<file path="src/rtl/dsync_pkg.sv">
package dsync_pkg;
    typedef enum logic [1:0] {
        ST_IDLE  = 2'd0,
        ST_ARMED = 2'd1,
        ST_SPENT = 2'd2
    } ch_state_t;
endpackage

</file>
<file path="src/rtl/dsync_frame_counter.sv">
module dsync_frame_counter #(
    parameter int CNT_W = 16
) (
    input  logic             clk,
    input  logic             rst_n,
    input  logic             fsync,
    output logic             rise,
    output logic [CNT_W-1:0] cnt
);
    localparam logic [CNT_W-1:0] CNT_MAX = '1;

    logic fsync_q;

    assign rise = fsync & ~fsync_q;

    always_ff @(posedge clk or negedge rst_n) begin
        if (!rst_n) begin
            fsync_q <= 1'b0;
            cnt     <= '0;
        end else begin
            fsync_q <= fsync;
            if (rise)
                cnt <= CNT_W'(1);
            else if (cnt != '0 && cnt != CNT_MAX)
                cnt <= cnt + CNT_W'(1);
        end
    end

    // a sync edge always restarts the count at one
    p_restart_count_r7: assert property (@(posedge clk) disable iff (!rst_n)
        rise |=> (cnt == CNT_W'(1)));

    // between edges the count advances by exactly one per data clock
    p_count_step_r2: assert property (@(posedge clk) disable iff (!rst_n)
        (!rise && cnt != '0 && cnt != CNT_MAX) |=> ((cnt - $past(cnt)) == CNT_W'(1)));
endmodule

</file>
<file path="src/rtl/dsync_channel.sv">
module dsync_channel
    import dsync_pkg::*;
#(
    parameter int CNT_W = 16
) (
    input  logic             clk,
    input  logic             rst_n,
    input  logic             rise,
    input  logic [CNT_W-1:0] cnt,
    input  logic [CNT_W-1:0] staged,
    output logic             fire
);
    ch_state_t        state, state_nx;
    logic [CNT_W-1:0] active;

    always_comb begin
        state_nx = state;
        unique case (state)
            ST_IDLE, ST_SPENT: begin
                if (rise) state_nx = (staged == '0) ? ST_SPENT : ST_ARMED;
            end
            ST_ARMED: begin
                if (rise)               state_nx = (staged == '0) ? ST_SPENT : ST_ARMED;
                else if (cnt == active) state_nx = ST_SPENT;
            end
            default: state_nx = ST_IDLE;
        endcase
    end

    always_ff @(posedge clk or negedge rst_n) begin
        if (!rst_n) begin
            state  <= ST_IDLE;
            active <= '0;
        end else begin
            state <= state_nx;
            if (rise) active <= staged;
        end
    end

    always_comb begin
        fire = 1'b0;
        unique case (state)
            ST_IDLE, ST_SPENT: fire = rise && (staged == '0);
            ST_ARMED:          fire = rise ? (staged == '0) : (cnt == active);
            default:           fire = 1'b0;
        endcase
    end

    // nothing fires before the first sync edge
    p_quiet_idle_r1: assert property (@(posedge clk) disable iff (!rst_n)
        (state == ST_IDLE && !rise) |-> !fire);

    // a strobe lasts one cycle unless a fresh frame begins
    p_one_wide_r4: assert property (@(posedge clk) disable iff (!rst_n)
        fire |=> (!fire || rise));

    // the delay in use only changes on a sync edge
    p_hold_delay_r6: assert property (@(posedge clk) disable iff (!rst_n)
        !rise |=> $stable(active));
endmodule

</file>
<file path="src/rtl/dsync_gen.sv">
module dsync_gen #(
    parameter int NUM_OUT = 4,
    parameter int DLY_W   = 16,
    localparam int SEL_W  = (NUM_OUT > 1) ? $clog2(NUM_OUT) : 1
) (
    input  logic               dclk,
    input  logic               rst_n,
    input  logic               fsync,
    input  logic               wr_en,
    input  logic [SEL_W-1:0]   wr_sel,
    input  logic [DLY_W-1:0]   wr_data,
    output logic [NUM_OUT-1:0] dsync
);
    logic             rise;
    logic [DLY_W-1:0] cnt;
    logic [DLY_W-1:0] staged [NUM_OUT];

    dsync_frame_counter #(.CNT_W(DLY_W)) u_cnt (
        .clk   (dclk),
        .rst_n (rst_n),
        .fsync (fsync),
        .rise  (rise),
        .cnt   (cnt)
    );

    for (genvar i = 0; i < NUM_OUT; i++) begin : g_ch
        always_ff @(posedge dclk or negedge rst_n) begin
            if (!rst_n)
                staged[i] <= '0;
            else if (wr_en && wr_sel == SEL_W'(i))
                staged[i] <= wr_data;
        end

        dsync_channel #(.CNT_W(DLY_W)) u_ch (
            .clk    (dclk),
            .rst_n  (rst_n),
            .rise   (rise),
            .cnt    (cnt),
            .staged (staged[i]),
            .fire   (dsync[i])
        );

        // a zero delay fires with the sync edge itself
        p_zero_delay_r3: assert property (@(posedge dclk) disable iff (!rst_n)
            (rise && staged[i] == '0) |-> dsync[i]);
    end

    // a sync that stays high never opens a frame
    p_level_no_start_r8: assert property (@(posedge dclk) disable iff (!rst_n)
        $past(fsync) |-> !rise);
endmodule

</file>
<file path="config.mk">
export PLATFORM = sky130hd
export DESIGN_NAME = dsync_gen
export DESIGN_NICKNAME = d
export VERILOG_FILES = /design/src/rtl/dsync_pkg.sv /design/src/rtl/dsync_frame_counter.sv /design/src/rtl/dsync_channel.sv /design/src/rtl/dsync_gen.sv
export SDC_FILE = /design/constraint.sdc
export NUM_CORES = 1
export LEC_CHECK = 0
export CAP_MARGIN = 5
export CORE_ASPECT_RATIO = 0.8
export CORE_MARGIN = 5
export CORE_UTILIZATION = 25
export DETAILED_ROUTE_END_ITERATION = 10
export DONT_BUFFER_PORTS = 1
export GPL_TIMING_DRIVEN = 0
export PLACE_DENSITY_LB_ADDON = 0.12
export SLEW_MARGIN = 20
export SYNTH_ARGS = -nofsm -noshare
export SYNTH_HDL_FRONTEND = slang
export SYNTH_SLANG_ARGS = --single-unit
</file>
<file path="constraint.sdc">
create_clock -name dclk -period 6 [get_ports dclk]
set_clock_uncertainty 0.15 [all_clocks]
set_input_delay 0.9 -clock dclk [delete_from_list [all_inputs] [get_ports dclk]]
set_output_delay 0.9 -clock dclk [all_outputs]
set_load 0.01 [all_outputs]
</file>
==> results.toml, run 1 <==
[critical_path]
worstPathArrival_ns = 2.57
cp.required_ns = 4.95
path_max_fanout = 3
cpMaxStageDelayCell = "nor4_1"
start_kind = "flop"
critPathKind = "reg2out"
cp_cell_sequence = "nor4_1 -> nand4_1 -> and2_1 -> a21oi_1 -> and3_1 -> buf_4"
max_stage_delay_ns = 0.57
crit_path_end_kind = "output pin"

[grt]
grt_pass1_wl_um = 33200
grt_pass1_vias = 5084
track_usage_pct = 14.2
grt_max_degree = 83
gr-total-overflow = 0
antenna_found_initial = 0

[place]
dp.cells = 1048
portBuffers = 0
gp_congestion = 0.801
dp_hpwl_um = 15400

[sta]
finalHoldViolCount = 0
holdWs_ns = 0.0338
maxSlewHeadroom_pct = 41.9
period_share_pct = 60.3
period_needed_ns = 3.62
timing.setup.tns_ns = 0
fmax_ghz = 0.276
setup_viol = 0
worstMarginPinSlew_ns = 0.868
rsz0062_at_grt = "no"
maxSlewViolCount = 0

[floorplan]
die_area_sq_um = 32000
io_pins = 26
initial_core_util_pct = 25.3
die_h_um = 161
die_w_um = 199
core_area_sq_um = 28200
core.rowCount = 55

[yosys]
yosys_warnings = 0
synth.area.top_cells = "dfrtp_1 54%, nand2_1 11%, mux2_2 10%, xor2_1 8.5%, nor4_1 3.0%"
synth.cell_area_sq_um = 7130
ys_ff_latch = 153
synth_top_area_share_pct = 53.7
synth_fp_nets = 702
syn_inst = 678
yosys.area.top_type = "dfrtp_1"
avgSynthCellArea_sq_um = 10.5
ys_types = 41
yosysSeqAreaShare_pct = 53.7

[clock_network]
cts_tree = "yes"
clkTransAtPathRegs_ns = 0.06
clock_path_buffers = 2
cts_resized = 0
numClockSinks = 153
hold_buffers = 4
cts_root_buffer = "clkbuf_16"
numCtsBuffers = 17
cts_setup_buffers = 0
htreeDepth = 4
worstSkewPairLatency_ns = 0.43

[drt]
wl_per_cell_um = 20.3
viasPerCell = 4.60
num_vias = 4994
drc = 0
final_antenna_net_count = 0
dr.pass1.iters = 5
drt_iter0_markers = 287
routed_wl_um = 22000

[final_layout]
final_common_cell = "nand2_1"
mostFrequentLayoutCells = "201 x nand2_1, 153 x dfrtp_1, 69 x xor2_1, 64 x mux2_2, 34 x nor4_1"
area_growth_pct = 16.1
final_cells = 1085
antennaDiodeCount = 0
final_nets = 727
drive_gt1_share_pct = 18.6

[power]
power_density_nw_per_um2 = 373
ir_drop_uv = 205
p_leak_nw = 3.98

[run]
cap_violations = 0

[run_status]
status = "complete, no violations"

[worst_hold_path]
hold_path_class = "in2async"
==> kinds of logic after synthesis <==
group                      after synthesis  share of synthesized area [%]
AOI/OAI and AO/OA                       38                           3.39
xor gates and xnor gates                70                           8.60
adders and majority gates                2                          0.351
buffers and inverters                   48                           3.77
DFF                                    153                           53.7
muxes                                   65                           10.3
and+or+nand+nor                        302                           19.9
==> layer usage <==
| metal | up-vias | part of all wire, % | GRT usage [%] |
|---|---|---|---|
| met2 | 74 | 44 | 20.2 |
| met4 | 0 | 1.0 | 3.29 |
| met1 | 2564 | 50 | 21.2 |
| met3 | 13 | 5.1 | 4.07 |
| li1 | 2343 | - | - |
| met5 | - | 0 | 0 |
==> synthesized netlist by cell type, drive strengths merged <==
master,n
or3,3
nand3,5
nand4,13
nor2,14
clkbuf,14
nand2,202
o211ai,4
ha,2
nand3b,2
nand2b,1
o21a,2
a21oi,10
or4,5
mux2i,1
mux2,64
and3,6
and4,3
o21ai,16
xnor2,1
nor2b,1
nor3,2
xor2,69
and2,5
inv,6
and3b,4
nor4,34
nor3b,1
o31ai,3
nor4b,1
o2111ai,3
buf,28
dfrtp,153
==> worst paths after layout <==
check                        startpoint                       to  slack, ns  cells past startpoint
max                           staged[5]                 dsync[3]       2.38                      6
min                               rst_n             u_cnt.cnt[9]       0.03                      0
max reg2reg                u_cnt.cnt[0]            u_cnt.cnt[14]       3.73                      9
min reg2reg                  staged[59]  g_ch[0].u_ch.active[11]       0.35                      2
max in group asynchronous         rst_n   g_ch[3].u_ch.active[0]       4.27                      1
min in group dclk            staged[59]  g_ch[0].u_ch.active[11]       0.35                      2
==> worst max-delay path: cells and delay by family (launching register included) <==
family	cells	cell delay, ns
flip-flops	1	0.43
AO/OA/AOI/OAI	1	0.16
buffers and inverters	1	0.13
AND/OR/NAND/NOR	4	1.43
==> per-stage QoR <==
step	cell area (sq um)	util [%]	total power (W)	setup slack (ns)
floorplan	7130	-	0.00177	3.08
global placement	7590	26.9	0.00196	2.62
detailed placement	7590	26.9	0.00197	2.59
CTS	8260	29.3	0.00313	2.34
global route	8280	29.3	0.00326	2.28
finish	8280	29.3	0.00309	2.38
==> power by group <==
part | leakage (nW) | total (W) | switching (W) | internal (W)
Sequential | 1.88 | 0.00141 | 0.000178 | 0.00123
Clock | 0.297 | 0.00113 | 0.000458 | 0.000668
Combinational | 1.80 | 0.000557 | 0.000306 | 0.000251
Total | 3.98 | 0.00309 | 0.000942 | 0.00215
==> cell type report <==
class	count	area (sq um)
repair buffers	6	80.1
clock buffers	18	439
flip-flops and latches	153	3830
multi-input cells	477	3030
clock inverters	13	165
well taps	370	463
plain buffers	42	246
fillers	2960	19900
inverters	6	22.5
==> sequential cells by signal (all words and copies together) (netlist names) <==
register and flops:
g_ch.u_ch.active 64, staged 64, u_cnt.fsync_q 1, g_ch.u_ch.state 8
u_cnt.cnt 16
Power figures use the tool's default switching activity.
==> inputs of run 2 (changes only) <==
- clock period: 6 -> 3.04 ns (I/O delays scaled with it)
==> run 2 against run 1 <==
Compared with the run above:
- the flow now finishes with violations (negative hold slack)
- clock power increased by 96%
- sequential power increased by 99%
- combinational power is 100% higher
- flip-flop and latch count did not move
- hold slack got worse by 0.45 ns
- total power rose by 100%
- highest routed layer unchanged
==> results.toml, run 2 (same netlist as run 1, synthesis figures left out) <==
[place]
portBuffers = 0
placed_area_sq_um = 7590
dp_hpwl_um = 15400
gp_congestion = 0.801

[drt]
final_antenna_net_count = 0
wl_per_cell_um = 19.7
num_vias = 5017
drc = 0
dr.pass1.iters = 4
viasPerCell = 4.56
routed_wl_um = 21700
drt_iter0_markers = 260

[worst_hold_path]
hold_path_class = "in2async"

[final_layout]
area_growth_pct = 19.9
final_common_cell = "nand2_1"
finalInstanceArea_sq_um = 8540
mostFrequentLayoutCells = "201 x nand2_1, 153 x dfrtp_1, 69 x xor2_1, 64 x mux2_2, 19 x nor4_2"
drive_gt1_share_pct = 21.6
antennaDiodeCount = 0
final_nets = 742
reg.largest.list = "g_ch.u_ch.active: 64 flops, staged: 64 flops, u_cnt.cnt: 16 flops"

[power]
power_frac_clock_pct = 36.0
power_frac_comb_pct = 18.6
p_leak_nw = 4.05
power_frac_seq_pct = 45.4
swShare_pct = 30.7
p_total_w = 0.00616
p_int_w = 0.00427
switching_power_w = 0.00189
ir_drop_uv = 407
power_density_nw_per_um2 = 721

[sta]
holdWs_ns = -0.418
setup_viol = 0
worstMarginPinSlew_ns = 0.771
maxSlewHeadroom_pct = 48.6
fmax_ghz = 0.338
period_needed_ns = 2.96
finalHoldViolCount = 153
period_share_pct = 97.4
maxSlewViolCount = 0
timing.setup.tns_ns = 0

[grt]
track_usage_pct = 14.0
antenna_found_initial = 0
grt_max_degree = 154
grt_pass1_vias = 5107
grt_pass1_wl_um = 33000
gr-total-overflow = 0

[clock_network]
htreeDepth = 4
clkTransAtPathRegs_ns = 0.06
numClockSinks = 153
numCtsBuffers = 17
clock_path_buffers = 2
cts_tree = "yes"
worstSkewPairLatency_ns = 0.43
cts_root_buffer = "clkbuf_16"

[floorplan]
die_h_um = 161
io_pins = 26
die_area_sq_um = 32000
core.rowCount = 55
core_area_sq_um = 28200
die_w_um = 199
initial_core_util_pct = 25.3

[critical_path]
cp.required_ns = 2.43
r2r-start = "u_cnt.cnt[0]"
r2r-end = "u_cnt.cnt[14]"
max_stage_delay_ns = 0.44
ff2ff_setup_slack_ns = 0.77
cp_top_family = "simple AND/OR/NAND/NOR gates"
crit_path_end = "dsync[3]"
crit_path_end_kind = "output pin"
path_max_fanout = 3
start_kind = "flop"
cpMaxStageDelayCell = "dfrtp_1"
reg2reg_depth = 9
worst-path-stages = 6
critPathKind = "reg2out"
cp_cell_sequence = "nor4_2 -> nand4_1 -> and2_1 -> a21oi_2 -> and3_1 -> buf_4"
crit_buf_inv = 1
startpoint = "staged[5]"
worstPathArrival_ns = 2.36

[run_status]
status = "finished with violations"
violations = "negative hold slack"

[run]
cap_violations = 0
[run 2: power groups by stage]
stage          Sequential [W]  Combinational [W]  Clock, W
2_1_floorplan         0.00266           0.000835         0
3_3_place_gp          0.00281            0.00106         0
3_5_place_dp          0.00282            0.00107         0
4_1_cts               0.00279            0.00112   0.00228
5_1_grt               0.00285            0.00128   0.00237
6_report              0.00280            0.00114   0.00222
[run 2: layout make-up]
type,count,area (sq um)
Tap cell,370,463
Clock inverter,13,165
Clock buffer,18,439
Buffer,42,249
Multi-Input combinational cell,477,3180
Inverter,6,22.5
Timing Repair Buffer,21,200
Sequential cell,153,3830
Fill cell,2951,19700
[run 2: per-stage QoR]
| stage | cells | hold slack [ns] | setup WS [ns] | util, % |
|---|---|---|---|---|
| final | 1100 | -0.418 | 0.0789 | 30.3 |
| after global routing | 1100 | -0.447 | -0.00999 | 30.3 |
| after CTS | 1091 | -0.444 | 0.00235 | 29.6 |
| after detailed placement | 1048 | 0.0226 | 0.326 | 26.9 |
| after global placement | 1048 | 0.0215 | 0.333 | 26.9 |
| after floorplan | 678 | 0.0104 | 0.948 | - |
[run 2: routing by layer]
| layer | track usage [%] | wire, um | vias up |
|---|---|---|---|
| met5 | 0 | 0 | - |
| met4 | 3.29 | 221 | 0 |
| met3 | 3.90 | 888 | 13 |
| met2 | 20.0 | 9520 | 72 |
| met1 | 21.1 | 11100 | 2566 |
| li1 | - | - | 2366 |
[run 2: timing repair]
item                                   CTS  global route
hold buffers                            11             6
setup endpoints to repair                3             4
endpoints found under the hold margin  169           161
pin swaps                                2             9
setup buffers                            1             3
gates resized for setup                  7            19
[run 2: worst register-to-register path, stage by stage, from the launching register on]
cell	delay (ns)
dfrtp_1	0.34
buf_2	0.22
inv_1	0.10
ha_1	0.20
nor4b_2	0.16
nand4_2	0.19
o21ai_2	0.11
buf_6	0.15
or4_1	0.40
a21oi_1	0.17
[run 2: worst min-delay path by stage]
stage	startpoint	end	slack, ns	depth (start not counted)
CTS	rst_n	u_cnt.cnt[3]	-0.44	0
detailed placement	rst_n	u_cnt.cnt[3]	0.02	0
global placement	rst_n	u_cnt.cnt[3]	0.02	0
global route	rst_n	u_cnt.cnt[3]	-0.45	0
finish	rst_n	u_cnt.cnt[11]	-0.42	0
floorplan	rst_n	g_ch[0].u_ch.active[0]	0.01	0
==> inputs of run 3 (changes only) <==
- SYNTH_HIERARCHICAL: unset -> 1
==> run 3 against run 2 <==
Compared with the run above:
- the run still ends with negative hold slack left
- critical endpoint is now dsync[2]
- first-iteration DRC count is 32% lower
- non-clock buffer count is 27 lower
- combinational power is 11% lower
- global-route usage is 0.17 points lower
- hold slack worse by 0.012 ns
- core utilization is 0.53 points lower
- die area is 0.40% lower
- critical path depth is 2 lower
- largest power group unchanged
==> results.toml, run 3 <==
[run_status]
status = "finished with violations"
violations = "negative hold slack"

[floorplan]
die_area_sq_um = 31900
core.rowCount = 55
io_pins = 26
die_h_um = 161
core_area_sq_um = 28100
die_w_um = 198
initial_core_util_pct = 25.2

[clock_network]
clock_path_buffers = 2
numCtsBuffers = 17
clkTransAtPathRegs_ns = 0.07
cts_tree = "yes"
numClockSinks = 153
cts_root_buffer = "clkbuf_16"
htreeDepth = 4
worstSkewPairLatency_ns = 0.43

[yosys]
synth.area.top_cells = "dfrtp_1 54%, mux2_1 10%, mux2_2 10%, xor2_1 7.9%, nor4_1 2.7%"
synthTopCellsByCount = "153 x dfrtp_1, 64 x mux2_1, 64 x mux2_2, 64 x xor2_1, 31 x nor4_1"
synth.cell_area_sq_um = 7100
synth_top_area_share_pct = 53.9
syn_inst = 529
ys_ff_latch = 153
yosys_warnings = 6
ys_types = 46
yosysSeqAreaShare_pct = 53.9
synth_edf_count = 0
avgSynthCellArea_sq_um = 13.4
synth_most_common_cell = "dfrtp_1"
yosys.area.top_type = "dfrtp_1"
synth_fp_nets = 553
synth_flop_cell = "dfrtp_1"
async_flop_share_pct = 100

[drt]
dr.pass1.iters = 4
drc = 0
final_antenna_net_count = 0
viasPerCell = 4.76
wl_per_cell_um = 22.5
num_vias = 4528
routed_wl_um = 21400
drt_iter0_markers = 176

[place]
placed_area_sq_um = 7560
portBuffers = 0
gp_congestion = 0.722
dp_hpwl_um = 13600

[grt]
grt_max_degree = 154
gr-total-overflow = 0
track_usage_pct = 13.9
grt_pass1_vias = 4798
grt_pass1_wl_um = 32000
antenna_found_initial = 1

[run]
cap_violations = 0

[sta]
rsz0062_at_grt = "no"
setup_viol = 0
finalHoldViolCount = 153
maxSlewHeadroom_pct = 40.3
holdWs_ns = -0.430
fmax_ghz = 0.343
maxSlewViolCount = 0
period_share_pct = 96.0
worstMarginPinSlew_ns = 0.890
period_needed_ns = 2.92

[final_layout]
final_nets = 593
final_common_cell = "dfrtp_1"
antennaDiodeCount = 0
area_growth_pct = 18.0
finalInstanceArea_sq_um = 8370
mostFrequentLayoutCells = "146 x dfrtp_1, 64 x mux2_2, 64 x xor2_1, 64 x mux2_1, 31 x nor4_1"
drive_gt1_share_pct = 25.6
reg.largest.list = "g_ch.u_ch/active: 64 flops, staged: 64 flops, u_cnt/cnt: 16 flops"
postLayoutCoreUtil_pct = 29.8

[worst_hold_path]
hold_path_class = "in2async"

[critical_path]
crit_path_end_kind = "output pin"
critPathKind = "reg2out"
start_kind = "flop"
path_max_fanout = 9
cp.required_ns = 2.43
worstPathArrival_ns = 2.31
ff2ff_setup_slack_ns = 0.35

[power]
p_leak_nw = 3.50
power_density_nw_per_um2 = 730
ir_drop_uv = 436
## run 3: changes by cell type in the layout (fill, tap and decap cells not counted), moves of 11 or more
cell and change:
buf_4 -12, mux2_1 +64, nor4_2 -11, clkbuf_1 -11, nor4_1 +17, o21ai_0 -13, nand2_1 -184
## run 3: what timing repair did
| action | CTS | global route |
|---|---|---|
| hold buffers | 17 | 1 |
| buffers inserted | 3 | 0 |
| gates cloned | 1 | 0 |
| endpoints found under the hold margin | 181 | 154 |
| resized for setup | 8 | 2 |
| setup endpoints to repair | 4 | 3 |
## run 3: critical path, cell delays in order (launching register included)
cell     delay (ns)
dfrtp_1        0.74
xor2_1         0.14
nor4_1         0.31
nand4_1        0.25
o22ai_1        0.44
## run 3: logic make-up (layout without fill, tap and decap cells)
logic type	after synthesis	count (layout)	share of synthesized area, %
xor gates and xnor gates	65	65	8.02
muxes	130	130	20.6
buffers and inverters	21	74	1.67
AOI/OAI and AO/OA	39	39	4.35
adders and majority gates	2	2	0.352
DFF	153	153	53.9
and+or+nand+nor	119	119	11.1
## run 3: layer usage
metal | track usage (%) | wire length, um | vias to the layer above
li1 | - | - | 2044
met1 | 20.6 | 10500 | 2384
met2 | 20.3 | 9350 | 83
met3 | 3.29 | 1250 | 17
met4 | 3.38 | 260 | 0
met5 | 0 | 0 | -
## run 3: worst paths after layout
kind,to,from,cells after the start
max in group asynchronous,g_ch[0].u_ch/state[1],rst_n,0
max reg2reg,u_cnt/cnt[15],u_cnt/cnt[1],6
min in group dclk,staged[0],wr_data[0],1
max,dsync[2],u_cnt/cnt[0],4
min,u_cnt/fsync_q,rst_n,0
min reg2reg,g_ch[3].u_ch/active[5],g_ch[3].u_ch/active[5],1
## run 3: per-stage QoR
step | TNS [ns] | hold slack (ns) | setup slack, ns | power [W] | std cells
after floorplan | 0 | 0.0104 | 0.646 | 0.00365 | 529
after global placement | -0.102 | 0.0193 | -0.0981 | 0.00394 | 899
after detailed placement | -0.394 | 0.0212 | -0.172 | 0.00399 | 899
after CTS | 0 | -0.454 | 0.0395 | 0.00619 | 951
after global routing | 0 | -0.454 | 0.00675 | 0.00644 | 952
final | 0 | -0.430 | 0.122 | 0.00611 | 952
## run 3: power by group
part	total (W)	switching, W	leakage (nW)	internal (W)
Sequential	0.00297	0.000479	1.84	0.00249
Clock	0.00213	0.000965	0.280	0.00116
Combinational	0.00102	0.000445	1.38	0.000574
## run 3: layout make-up
type | instances | area [sq um]
fillers | 2841 | 19800
inverters | 5 | 22.5
plain buffers | 15 | 96.3
flip-flops and latches | 153 | 3840
well taps | 370 | 463
multi-input cells | 355 | 3160
repair inverters | 1 | 5.00
clock buffers | 18 | 429
repair buffers | 21 | 203
clock inverters | 14 | 159
